### config.mk
export PLATFORM = sky130hd
export DESIGN_NAME = fracNDivCtrl
export DESIGN_NICKNAME = d
export VERILOG_FILES = /design/src/rtl/fnDivPkg.sv /design/src/rtl/fnModDatapath.sv /design/src/rtl/fnDivCounter.sv /design/src/rtl/fracNDivCtrl.sv
export SDC_FILE = /design/constraint.sdc
export NUM_CORES = 1
export LEC_CHECK = 0
export BUFFER_PORTS_ARGS = -buffer_cell sky130_fd_sc_hd__buf_2
export CAP_MARGIN = 10
export CELL_PAD_IN_SITES_DETAIL_PLACEMENT = 0
export CELL_PAD_IN_SITES_GLOBAL_PLACEMENT = 2
export CORE_MARGIN = 2
export CORE_UTILIZATION = 35
export CTS_BUF_LIST = sky130_fd_sc_hd__clkbuf_2 sky130_fd_sc_hd__clkbuf_4 sky130_fd_sc_hd__clkbuf_8
export DETAILED_ROUTE_END_ITERATION = 8
export GPL_TIMING_DRIVEN = 0
export PLACE_DENSITY_LB_ADDON = 0.1
export SYNTH_ARGS = -nofsm -noshare
export SYNTH_HDL_FRONTEND = slang
export SYNTH_SLANG_ARGS = --single-unit
### constraint.sdc
create_clock -name clk -period 10.4 [get_ports clk]
set_clock_uncertainty 0.2 [all_clocks]
set_input_delay 1.04 -clock clk [delete_from_list [all_inputs] [get_ports clk]]
set_output_delay 1.04 -clock clk [all_outputs]
set_load 0.01 [all_outputs]
### src/rtl/fnDivPkg.sv
package fnDivPkg;
  localparam int SWALLOW_W = 3;

  typedef struct packed {
    logic advance;
  } divStrobe_t;

  typedef enum logic [1:0] {
    ORD_FIRST  = 2'b00,
    ORD_SECOND = 2'b01,
    ORD_THIRD  = 2'b10,
    ORD_FOURTH = 2'b11
  } modOrder_e;
endpackage

### src/rtl/fnModDatapath.sv
module fnModDatapath
  import fnDivPkg::*;
#(
  parameter int INT_W    = 16,
  parameter int FRAC_W   = 25,
  parameter int LFSR_W   = 23,
  parameter int LFSR_TAP = 18
) (
  input  logic                 clk,
  input  logic                 rst,
  input  divStrobe_t           strobe,
  input  logic [INT_W-1:0]     intPart,
  input  logic [FRAC_W-1:0]    fracPart,
  input  logic [1:0]           orderSel,
  input  logic                 ditherEn,
  input  logic                 ditherRand,
  input  logic                 fracEn,
  input  logic                 presSel,
  output logic [SWALLOW_W-1:0] nextA,
  output logic [INT_W-1:0]     nextM,
  output logic [INT_W-1:0]     divValue,
  output logic [SWALLOW_W-1:0] swallowA,
  output logic [INT_W-1:0]     mainM,
  output logic                 errFlag
);
  localparam int NST   = 4;
  localparam int OFF_W = 6;

  logic [FRAC_W-1:0] acc      [NST];
  logic [FRAC_W-1:0] stageSum [NST];
  logic [NST-1:0]    carryNow, hist1, hist2, hist3;
  logic [LFSR_W-1:0] lfsr;
  logic              ditherBit;
  logic signed [OFF_W-1:0] t1, t2, t3, t4, yComb, offset;
  logic [INT_W-1:0]  nextDiv;
  logic              errBad;

  function automatic logic signed [OFF_W-1:0] sb(input logic b);
    return {{(OFF_W-1){1'b0}}, b};
  endfunction

  assign ditherBit = ditherEn & (ditherRand ? lfsr[0] : 1'b1);

  // Cascade of first-order accumulators; each stage integrates the residue of the one before.
  always_comb begin
    for (int s = 0; s < NST; s++) begin
      if (s == 0)
        {carryNow[s], stageSum[s]} = {1'b0, acc[s]} + {1'b0, fracPart}
                                   + {{FRAC_W{1'b0}}, ditherBit};
      else
        {carryNow[s], stageSum[s]} = {1'b0, acc[s]} + {1'b0, stageSum[s-1]};
    end
  end

  // Carry of stage n passes through (1 - z^-1)^(n-1).
  always_comb begin
    t1 = sb(carryNow[0]);
    t2 = sb(carryNow[1]) - sb(hist1[1]);
    t3 = sb(carryNow[2]) - (sb(hist1[2]) <<< 1) + sb(hist2[2]);
    t4 = sb(carryNow[3]) - ((sb(hist1[3]) <<< 1) + sb(hist1[3]))
       + ((sb(hist2[3]) <<< 1) + sb(hist2[3])) - sb(hist3[3]);
    case (modOrder_e'(orderSel))
      ORD_FIRST:  yComb = t1;
      ORD_SECOND: yComb = t1 + t2;
      ORD_THIRD:  yComb = t1 + t2 + t3;
      default:    yComb = t1 + t2 + t3 + t4;
    endcase
    offset  = fracEn ? yComb : '0;
    nextDiv = intPart + {{(INT_W-OFF_W){offset[OFF_W-1]}}, offset};
    nextM   = presSel ? (nextDiv >> 3) : (nextDiv >> 2);
    nextA   = presSel ? nextDiv[2:0] : {1'b0, nextDiv[1:0]};
    errBad  = ({{(INT_W-SWALLOW_W){1'b0}}, nextA} > nextM);
  end

  always_ff @(posedge clk) begin
    if (rst) begin
      divValue <= '0;
      swallowA <= '0;
      mainM    <= '0;
      errFlag  <= 1'b0;
      lfsr     <= {{(LFSR_W-1){1'b0}}, 1'b1};
      hist1    <= '0;
      hist2    <= '0;
      hist3    <= '0;
      for (int s = 0; s < NST; s++) acc[s] <= '0;
    end else if (strobe.advance) begin
      divValue <= nextDiv;
      swallowA <= nextA;
      mainM    <= nextM;
      if (errBad) errFlag <= 1'b1;
      if (fracEn) begin
        for (int s = 0; s < NST; s++) acc[s] <= stageSum[s];
        hist1 <= carryNow;
        hist2 <= hist1;
        hist3 <= hist2;
        if (ditherEn && ditherRand)
          lfsr <= {lfsr[LFSR_W-2:0], lfsr[LFSR_W-1] ^ lfsr[LFSR_TAP-1]};
      end else begin
        for (int s = 0; s < NST; s++) acc[s] <= '0;
        hist1 <= '0;
        hist2 <= '0;
        hist3 <= '0;
      end
    end
  end
endmodule

### src/rtl/fnDivCounter.sv
module fnDivCounter
  import fnDivPkg::*;
#(
  parameter int INT_W = 16
) (
  input  logic                 clk,
  input  logic                 rst,
  input  logic [SWALLOW_W-1:0] nextA,
  input  logic [INT_W-1:0]     nextM,
  output divStrobe_t           strobe,
  output logic                 modCtrl,
  output logic                 fbPulse
);
  logic [INT_W-1:0]     mainCtr;
  logic [SWALLOW_W-1:0] swCtr;
  logic                 started;
  logic                 lastClk;

  assign lastClk        = (mainCtr <= {{(INT_W-1){1'b0}}, 1'b1});
  assign strobe.advance = !started || lastClk;
  assign fbPulse        = started && lastClk;
  assign modCtrl        = (swCtr != '0);

  always_ff @(posedge clk) begin
    if (rst) begin
      mainCtr <= '0;
      swCtr   <= '0;
      started <= 1'b0;
    end else begin
      started <= 1'b1;
      if (strobe.advance) begin
        mainCtr <= nextM;
        swCtr   <= nextA;
      end else begin
        mainCtr <= mainCtr - 1'b1;
        if (swCtr != '0) swCtr <= swCtr - 1'b1;
      end
    end
  end
endmodule

### src/rtl/fracNDivCtrl.sv
module fracNDivCtrl
  import fnDivPkg::*;
#(
  parameter int INT_W    = 16,
  parameter int FRAC_W   = 25,
  parameter int LFSR_W   = 23,
  parameter int LFSR_TAP = 18
) (
  input  logic                 clk,
  input  logic                 rst,
  input  logic [INT_W-1:0]     intPart,
  input  logic [FRAC_W-1:0]    fracPart,
  input  logic [1:0]           orderSel,
  input  logic                 ditherEn,
  input  logic                 ditherRand,
  input  logic                 fracEn,
  input  logic                 presSel,
  output logic [INT_W-1:0]     divValue,
  output logic [SWALLOW_W-1:0] swallowA,
  output logic [INT_W-1:0]     mainM,
  output logic                 modCtrl,
  output logic                 fbPulse,
  output logic                 errFlag
);
  divStrobe_t           strobe;
  logic [SWALLOW_W-1:0] nextA;
  logic [INT_W-1:0]     nextM;

  fnModDatapath #(
    .INT_W(INT_W), .FRAC_W(FRAC_W), .LFSR_W(LFSR_W), .LFSR_TAP(LFSR_TAP)
  ) datapath_i (
    .clk(clk), .rst(rst), .strobe(strobe),
    .intPart(intPart), .fracPart(fracPart), .orderSel(orderSel),
    .ditherEn(ditherEn), .ditherRand(ditherRand), .fracEn(fracEn),
    .presSel(presSel), .nextA(nextA), .nextM(nextM),
    .divValue(divValue), .swallowA(swallowA), .mainM(mainM),
    .errFlag(errFlag)
  );

  fnDivCounter #(.INT_W(INT_W)) counter_i (
    .clk(clk), .rst(rst), .nextA(nextA), .nextM(nextM),
    .strobe(strobe), .modCtrl(modCtrl), .fbPulse(fbPulse)
  );
endmodule

==> results of run 1 <==
[worst max-delay path: cells and delay by family]
family	cells	cell delay (ns)
buf+inv	9	0.81
fa+ha+maj	9	3.24
compound gates	23	4.52
xor+xnor	4	0.76
simple gates	4	0.77
[worst min-delay path by stage]
stage                                        to                   from  cells after the start
after floorplan           datapath_i.acc[3][12]  datapath_i.acc[3][12]                      2
after global placement       datapath_i.lfsr[7]     datapath_i.lfsr[6]                      2
after detailed placement    datapath_i.lfsr[10]     datapath_i.lfsr[9]                      2
after CTS                   datapath_i.lfsr[10]     datapath_i.lfsr[9]                      2
after global routing       datapath_i.acc[3][2]   datapath_i.acc[3][2]                      2
final                       datapath_i.lfsr[10]     datapath_i.lfsr[9]                      2
[cells in the mapped netlist, drive strengths merged (8+ instances only)]
cell type | count | area [sq um]
o21a | 23 | 173.9
clkbuf | 43 | 161.4
nor2 | 106 | 397.9
a22o | 10 | 87.58
a22oi | 24 | 180.2
buf | 11 | 62.56
o21ai | 52 | 267.8
inv | 75 | 281.5
nand2b | 12 | 75.07
edfxtp | 50 | 1501
and3 | 20 | 125.1
o211ai | 9 | 67.56
a21o | 53 | 397.9
dfxtp | 131 | 2623
fa | 13 | 260.3
a21oi | 148 | 744.5
o31ai | 8 | 65.06
xor2 | 37 | 324.1
o21bai | 13 | 97.59
a211oi | 17 | 132.6
nand3 | 29 | 145.1
nand2 | 149 | 559.3
ha | 132 | 1652
nor2b | 18 | 112.6
and2 | 43 | 269.0
xnor2 | 77 | 674.4
a31oi | 8 | 50.05
nand4 | 10 | 62.56
a21boi | 10 | 75.07
nor3 | 26 | 130.1
[state kept, by name (all words and copies together), names as in the netlist]
name and count:
counter_i.started 1, counter_i.mainCtr 16, counter_i.swCtr 3, datapath_i.divValue 14
datapath_i.hist1 3, datapath_i.errFlag 1, datapath_i.acc 100, datapath_i.hist3 1
datapath_i.hist2 2, datapath_i.swallowA 3, datapath_i.mainM 14, datapath_i.lfsr 23
[cells by family after synthesis]
group / share of synthesized area
xor+xnor: 0.07942
buf+inv: 0.04021
compound gates: 0.2263
other cells: 0.0002983
simple gates: 0.1629
mux: 0.009156
fa+ha+maj: 0.1537
flops: 0.3280
[metrics by stage]
step / power [mW] / cell area, sq um / hold WS [ns]
finish: 4.157 / 15630 / 0.2557
CTS: 4.046 / 15160 / 0.2578
global route: 4.518 / 15630 / 0.2735
floorplan: 2.717 / 12760 / 0.2315
global placement: 3.208 / 13740 / 0.2412
detailed placement: 3.218 / 13760 / 0.2435
[power breakdown]
group	internal (mW)	total, mW	switching, mW
sequential	0.851	0.917	0.0659
clock	0.288	0.577	0.288
combinational	1.21	2.66	1.45
[layout make-up]
| cell class | instances | area (sq um) | area share |
|---|---|---|---|
| tap | 461 | 576.8 | 0.03691 |
| timing repair inverter | 1 | 7.507 | 0.0004804 |
| clock buffer | 17 | 234.0 | 0.01497 |
| sequential | 181 | 4124 | 0.2639 |
| clock inverter | 15 | 227.7 | 0.01457 |
| timing repair buffer | 167 | 1127 | 0.07214 |
| buffer | 53 | 221.5 | 0.01417 |
| multi-input combinational | 1139 | 8806 | 0.5635 |
| inverter | 75 | 301.5 | 0.01930 |
[routing by layer]
metal,GRT usage,share of wire,vias up
met5,0,0,-
met4,0.04580,0.013,0
met3,0.02528,0.023,20
met2,0.3234,0.47,141
met1,0.2575,0.50,5158
li1,-,-,5574
[timing repair]
action,in CTS,in global routing
resized for setup,94,56
pin swaps,76,66
setup endpoints to repair,43,40
buffers inserted,57,28
gates cloned,1,0
==> out/qor.yml, run 1 <==
drv_cap: 0
grt_pass1_wl_mm: 57.33
io_buffers: 81
cp_slowest_stage_delay_ns: 0.57
grt_usage: 0.1909
synthCells: 1448
post_drt_wl_per_cell_um: 16.97
antenna_found_initial: 0
hpwl_mm: 26.82
wirelength_mm: 35.80
placedCellCount: 1992
vias_per_cell: 5.165
final_layout_size_suffix_gt1_frac: 0.2172
cts-root-buf: "clkbuf_8"
crit_slowest_cell: "fa_1"
grt_pass1_vias: 10734
ys_ff_latch: 181
drtAntennaViolNets: 0
place_ws_ns: -2.056
slew_viol_final: 0
final.setup.tns_ns: -9.732
violations: "negative setup slack"
syn_avg_cell_area_sq_um: 8.682
fp.dieW_um: 193.5
tightest_slew_ns: 1.065
firstDrtPassIters: 5
cts_buffer_depth: 2
synth_flop_cell: "dfxtp_1"
max-slew-margin-rel: 0.2869
placeableCoreArea_sq_um: 35480
post-route-min-period_ns: 11.03
cp-end-kind: "flop"
worstSetupPathType: "input port to flop"
final_hold_viol_count: 0
drc: 0
setup_viol: 23
critPathMaxFanout: 8
clkSlewWorstSetupHoldPaths_ns: 0.09
std_cell_rows: 69
die_h_um: 193.5
ff2ff_path_depth: 47
r2r-end: "datapath_i.divValue[15]"
ys_async_sr_fraction: 0
die-area_sq_um: 37450
start_kind: "input port"
power.density_nw_per_um2: 266.0
cts_tree: "built"
rrSetupSlack_ns: -0.40
ys_warn_count: 0
cts_sinks: 181
fillCellCount: 3600
outcome: "finished with violations"
peakVddDrop_mv: 0.09735
crit_top_cell: "a21o_1"
mostFrequentLayoutCells: "nand2_1 (148), dfxtp_1 (131), a21oi_1 (118), ha_1 (116), nor2_1 (102)"
critPathLaunch: "ditherRand"
rr_startpoint: "datapath_i.lfsr[0]"
max_freq_ghz: 0.09069
drt_iter0_drc: 356
leakage_nw: 6.874
antenna_cells: 0
rsz0062_at_grt: "true"
min_period_over_period: 1.060
cp.required_ns: 10.55
final_common_cell: "nand2_1"
numCtsBuffers: 17
clk_latency_ns: 0.50
postCtsHoldBufs: 0
worstSetupEndpoint: "datapath_i.divValue[15]"
synth-edff-count: 50
area_delta_synth_final_pct: 24.29
gp_congestion: 0.7720
timing.final.ws_setup_ns: -0.6260
io_pins: 87
hp-class: "flop to flop"
via_count: 10893
start_util: 0.3543
final_nets: 1829
layoutNonFillerInstCount: 2109
synth_area_sq_um: 12570
synth-seq-area-share: 0.3280
cts-htree-levels: 4
cp.arrival_ns: 11.18
grt.overflow.total: 0
grt_max_degree: 26
final_util: 0.4404
ys_types: 70
No activity file was read; power rests on OpenSTA's default activity.
==> inputs of run 2 (changes only) <==
- ABC_AREA: not set -> 1
- CORE_UTILIZATION: 35 -> 33
==> out/qor.yml, run 2 <==
setup_viol: 0  # -100%
hp-class: "flop to flop"
final.setup.tns_ns: 0  # +9.732 ns
regMostFlops: "datapath_i.acc"
fp.dieW_um: 203.7  # +5.2%
final_area_sq_um: 15740  # +0.74%
power.density_nw_per_um2: 315.0  # +18%
yosysMostFrequentCell: "nand2_1"
peakVddDrop_mv: 0.1243  # +28%
worstSetupPathType: "input port to flop"
pwr-share-clk: 0.118  # -0.021
grt_usage: 0.1912  # +0.0002342
synthTopCellsByArea: "dfxtp_1 (20%), ha_1 (13%), edfxtp_1 (11%), nand2_1 (11%), inv_1 (7.0%)"
cp.required_ns: 10.64  # +0.09 ns
largest_reg_flops: 100  # unchanged
via_count: 11866  # +8.9%
outcome: "complete, no violations"
placeableCoreArea_sq_um: 39550  # +11%
final_common_cell: "nand2_1"
hpwl_mm: 31.05  # +16%
pwr-share-comb: 0.690  # +0.049
fillCellCount: 4201  # +17%
gp_congestion: 0.8304  # +7.6%
final_hold_viol_count: 0  # unchanged
firstDrtPassIters: 5  # unchanged
grt_pass1_wl_mm: 62.09  # +8.3%
synth-seq-area-share: 0.3134  # -0.01460
syn_avg_cell_area_sq_um: 7.261  # -16%
cts-root-buf: "clkbuf_8"
drtAntennaViolNets: 0  # unchanged
cp.arrival_ns: 10.19  # -0.99 ns
internal_power_mw: 2.476  # +5.2%
synth_area_sq_um: 13160  # +4.7%
cts_tree: "built"
ys_ff_latch: 181  # unchanged
ys_async_sr_fraction: 0  # unchanged
crit_slowest_cell: "fa_1"
yosys.area.top_type: "dfxtp_1"
crit_top_cell: "nand2_1"
rsz0062_at_grt: "true"
post-route-min-period_ns: 9.951  # -1.076 ns
final_layout_size_suffix_gt1_frac: 0.1694  # -0.04785
ys_warn_count: 0  # unchanged
cts-htree-levels: 4  # unchanged
mostFrequentLayoutCells: "nand2_1 (372), inv_1 (242), nor2_1 (180), a21oi_1 (163), dfxtp_1 (131)"
max-slew-margin-rel: 0.2855  # -0.001435
slew_viol_final: 0  # unchanged
postCtsHoldBufs: 0  # unchanged
max_freq_ghz: 0.1005  # +11%
vias_per_cell: 4.764  # -7.8%
wirelength_mm: 38.80  # +8.4%
synth_top_cells_by_count: "nand2_1 (381), inv_1 (246), a21oi_1 (183), nor2_1 (183), ha_1 (132)"
antenna_found_initial: 0  # unchanged
synthCells: 1812  # +25%
p_sw_frac: 0.5006  # +0.06671
area_delta_synth_final_pct: 19.65
final_nets: 2147  # +17%
leakage_nw: 7.626  # +11%
clk_latency_ns: 0.51  # about the same
pwr-share-seq: 0.192  # -0.028
p_sw_mw: 2.482  # +38%
synth_flop_cell: "dfxtp_1"
ys_types: 58  # -17%
grt_max_degree: 27  # +3.8%
die_h_um: 203.7  # +5.2%
io_buffers: 84  # +3.7%
clkSlewWorstSetupHoldPaths_ns: 0.11  # +0.02 ns
dpl_cell_area_sq_um: 14260  # +3.6%
grt.overflow.total: 0  # unchanged
cp-end-kind: "flop"
final_util: 0.3981  # -0.04234
min_period_over_period: 0.9568  # -0.1034
io_pins: 87  # unchanged
std_cell_rows: 73  # +5.8%
tightest_slew_ns: 1.071  # +0.005943 ns
drt_iter0_drc: 507  # +42%
cp_slowest_stage_delay_ns: 0.54  # -0.03 ns
grt_pass1_vias: 11959  # +11%
start_kind: "input port"
numCtsBuffers: 17  # unchanged
drc: 0  # unchanged
critPathMaxFanout: 5  # -3
cts_buffer_depth: 2  # unchanged
start_util: 0.3327  # -0.02162
cts_sinks: 181  # unchanged
synth-edff-count: 50  # unchanged
die-area_sq_um: 41490  # +11%
post_drt_wl_per_cell_um: 15.57  # -8.2%
top_regs: "datapath_i.acc x100, datapath_i.lfsr x23, counter_i.mainCtr x16"
drv_cap: 0  # unchanged
antenna_cells: 0  # unchanged
synth_top_area_frac: 0.1993  # -0.009283
[run 2: cell count changes in the layout (fill, tap and decap cells not counted), moves of 15 or more]
cell      previous run  this run
buf_4               82        40
a21oi_1            118       163
a21o_1              53        12
clkbuf_1            41        19
nor2_1             102       180
o21ai_0             29       100
and3_1              18         1
nor2b_1             15         0
xnor2_1             63        25
nand2_1            148       372
inv_1               66       242
a22oi_1             24         0
and2_1              41         1
nand3_1             28        65
[run 2: cells by family (layout without fill, tap and decap cells)]
group	Yosys count	count (layout)	synth area share
AOI/OAI and AO/OA	407	407	0.1772
and+or+nand+nor	703	703	0.2205
other	1	2	0.0002850
adders and majority gates	145	145	0.1453
DFF	181	181	0.3134
xor gates and xnor gates	85	85	0.05658
buffers and inverters	290	443	0.08673
[run 2: final cells by class]
class                      count  area, sq um  area share
multi-input combinational   1342         8633      0.5484
sequential                   181         4124      0.2620
inverter                     250        944.7     0.06001
timing repair buffer         121        714.4     0.04538
tap                          525        656.9     0.04173
clock buffer                  18        247.7     0.01574
clock inverter                14        220.2     0.01399
buffer                        40        201.4     0.01280
[run 2: metal layers]
metal | share of wire | up-vias | global-route usage
met5 | 0 | - | 0
met4 | 0.015 | 0 | 0.04510
met3 | 0.024 | 26 | 0.02956
met2 | 0.48 | 108 | 0.3335
met1 | 0.48 | 5450 | 0.2468
li1 | - | 6282 | -
[run 2: metrics by stage]
step                std cells  total power [mW]  setup slack (ns)  hold WS (ns)
detailed placement       2423             4.018            -2.339        0.2423
floorplan                1813             3.281            0.5342        0.2347
global route             2491             5.496           -0.4183        0.2805
global placement         2422             4.016            -2.357        0.2342
CTS                      2473             4.761          0.003585        0.2620
finish                   2491             4.958            0.4495        0.2590
[run 2: repair_timing]
action | 4_1_cts | 5_1_grt
pin swaps | 14 | 47
gates resized for setup | 44 | 97
setup buffers | 18 | 19
endpoints found under the setup margin | 44 | 26
[run 2: final timing paths]
check	from	endpoint	slack, ns	cells after the start
max reg2reg	datapath_i.lfsr[0]	datapath_i.errFlag	0.71	54
max	ditherRand	datapath_i.errFlag	0.45	56
min	datapath_i.mainM[12]	datapath_i.mainM[12]	0.26	2
min reg2reg	datapath_i.mainM[12]	datapath_i.mainM[12]	0.26	2
[run 2: critical path: cells and delay by family]
family | cells | cell delay [ns]
fa+ha+maj | 9 | 3.34
simple gates | 22 | 2.25
compound gates | 15 | 2.47
buf+inv | 8 | 0.75
xor+xnor | 2 | 0.32
[run 2: power groups by stage]
| stage | Combinational, mW | Clock [mW] | Sequential [mW] |
|---|---|---|---|
| 3_5_place_dp | 3.05 | 0 | 0.964 |
| 2_1_floorplan | 2.33 | 0 | 0.953 |
| 6_report | 3.42 | 0.585 | 0.952 |
| 4_1_cts | 3.20 | 0.608 | 0.950 |
| 3_3_place_gp | 3.05 | 0 | 0.964 |
| 5_1_grt | 3.90 | 0.631 | 0.968 |
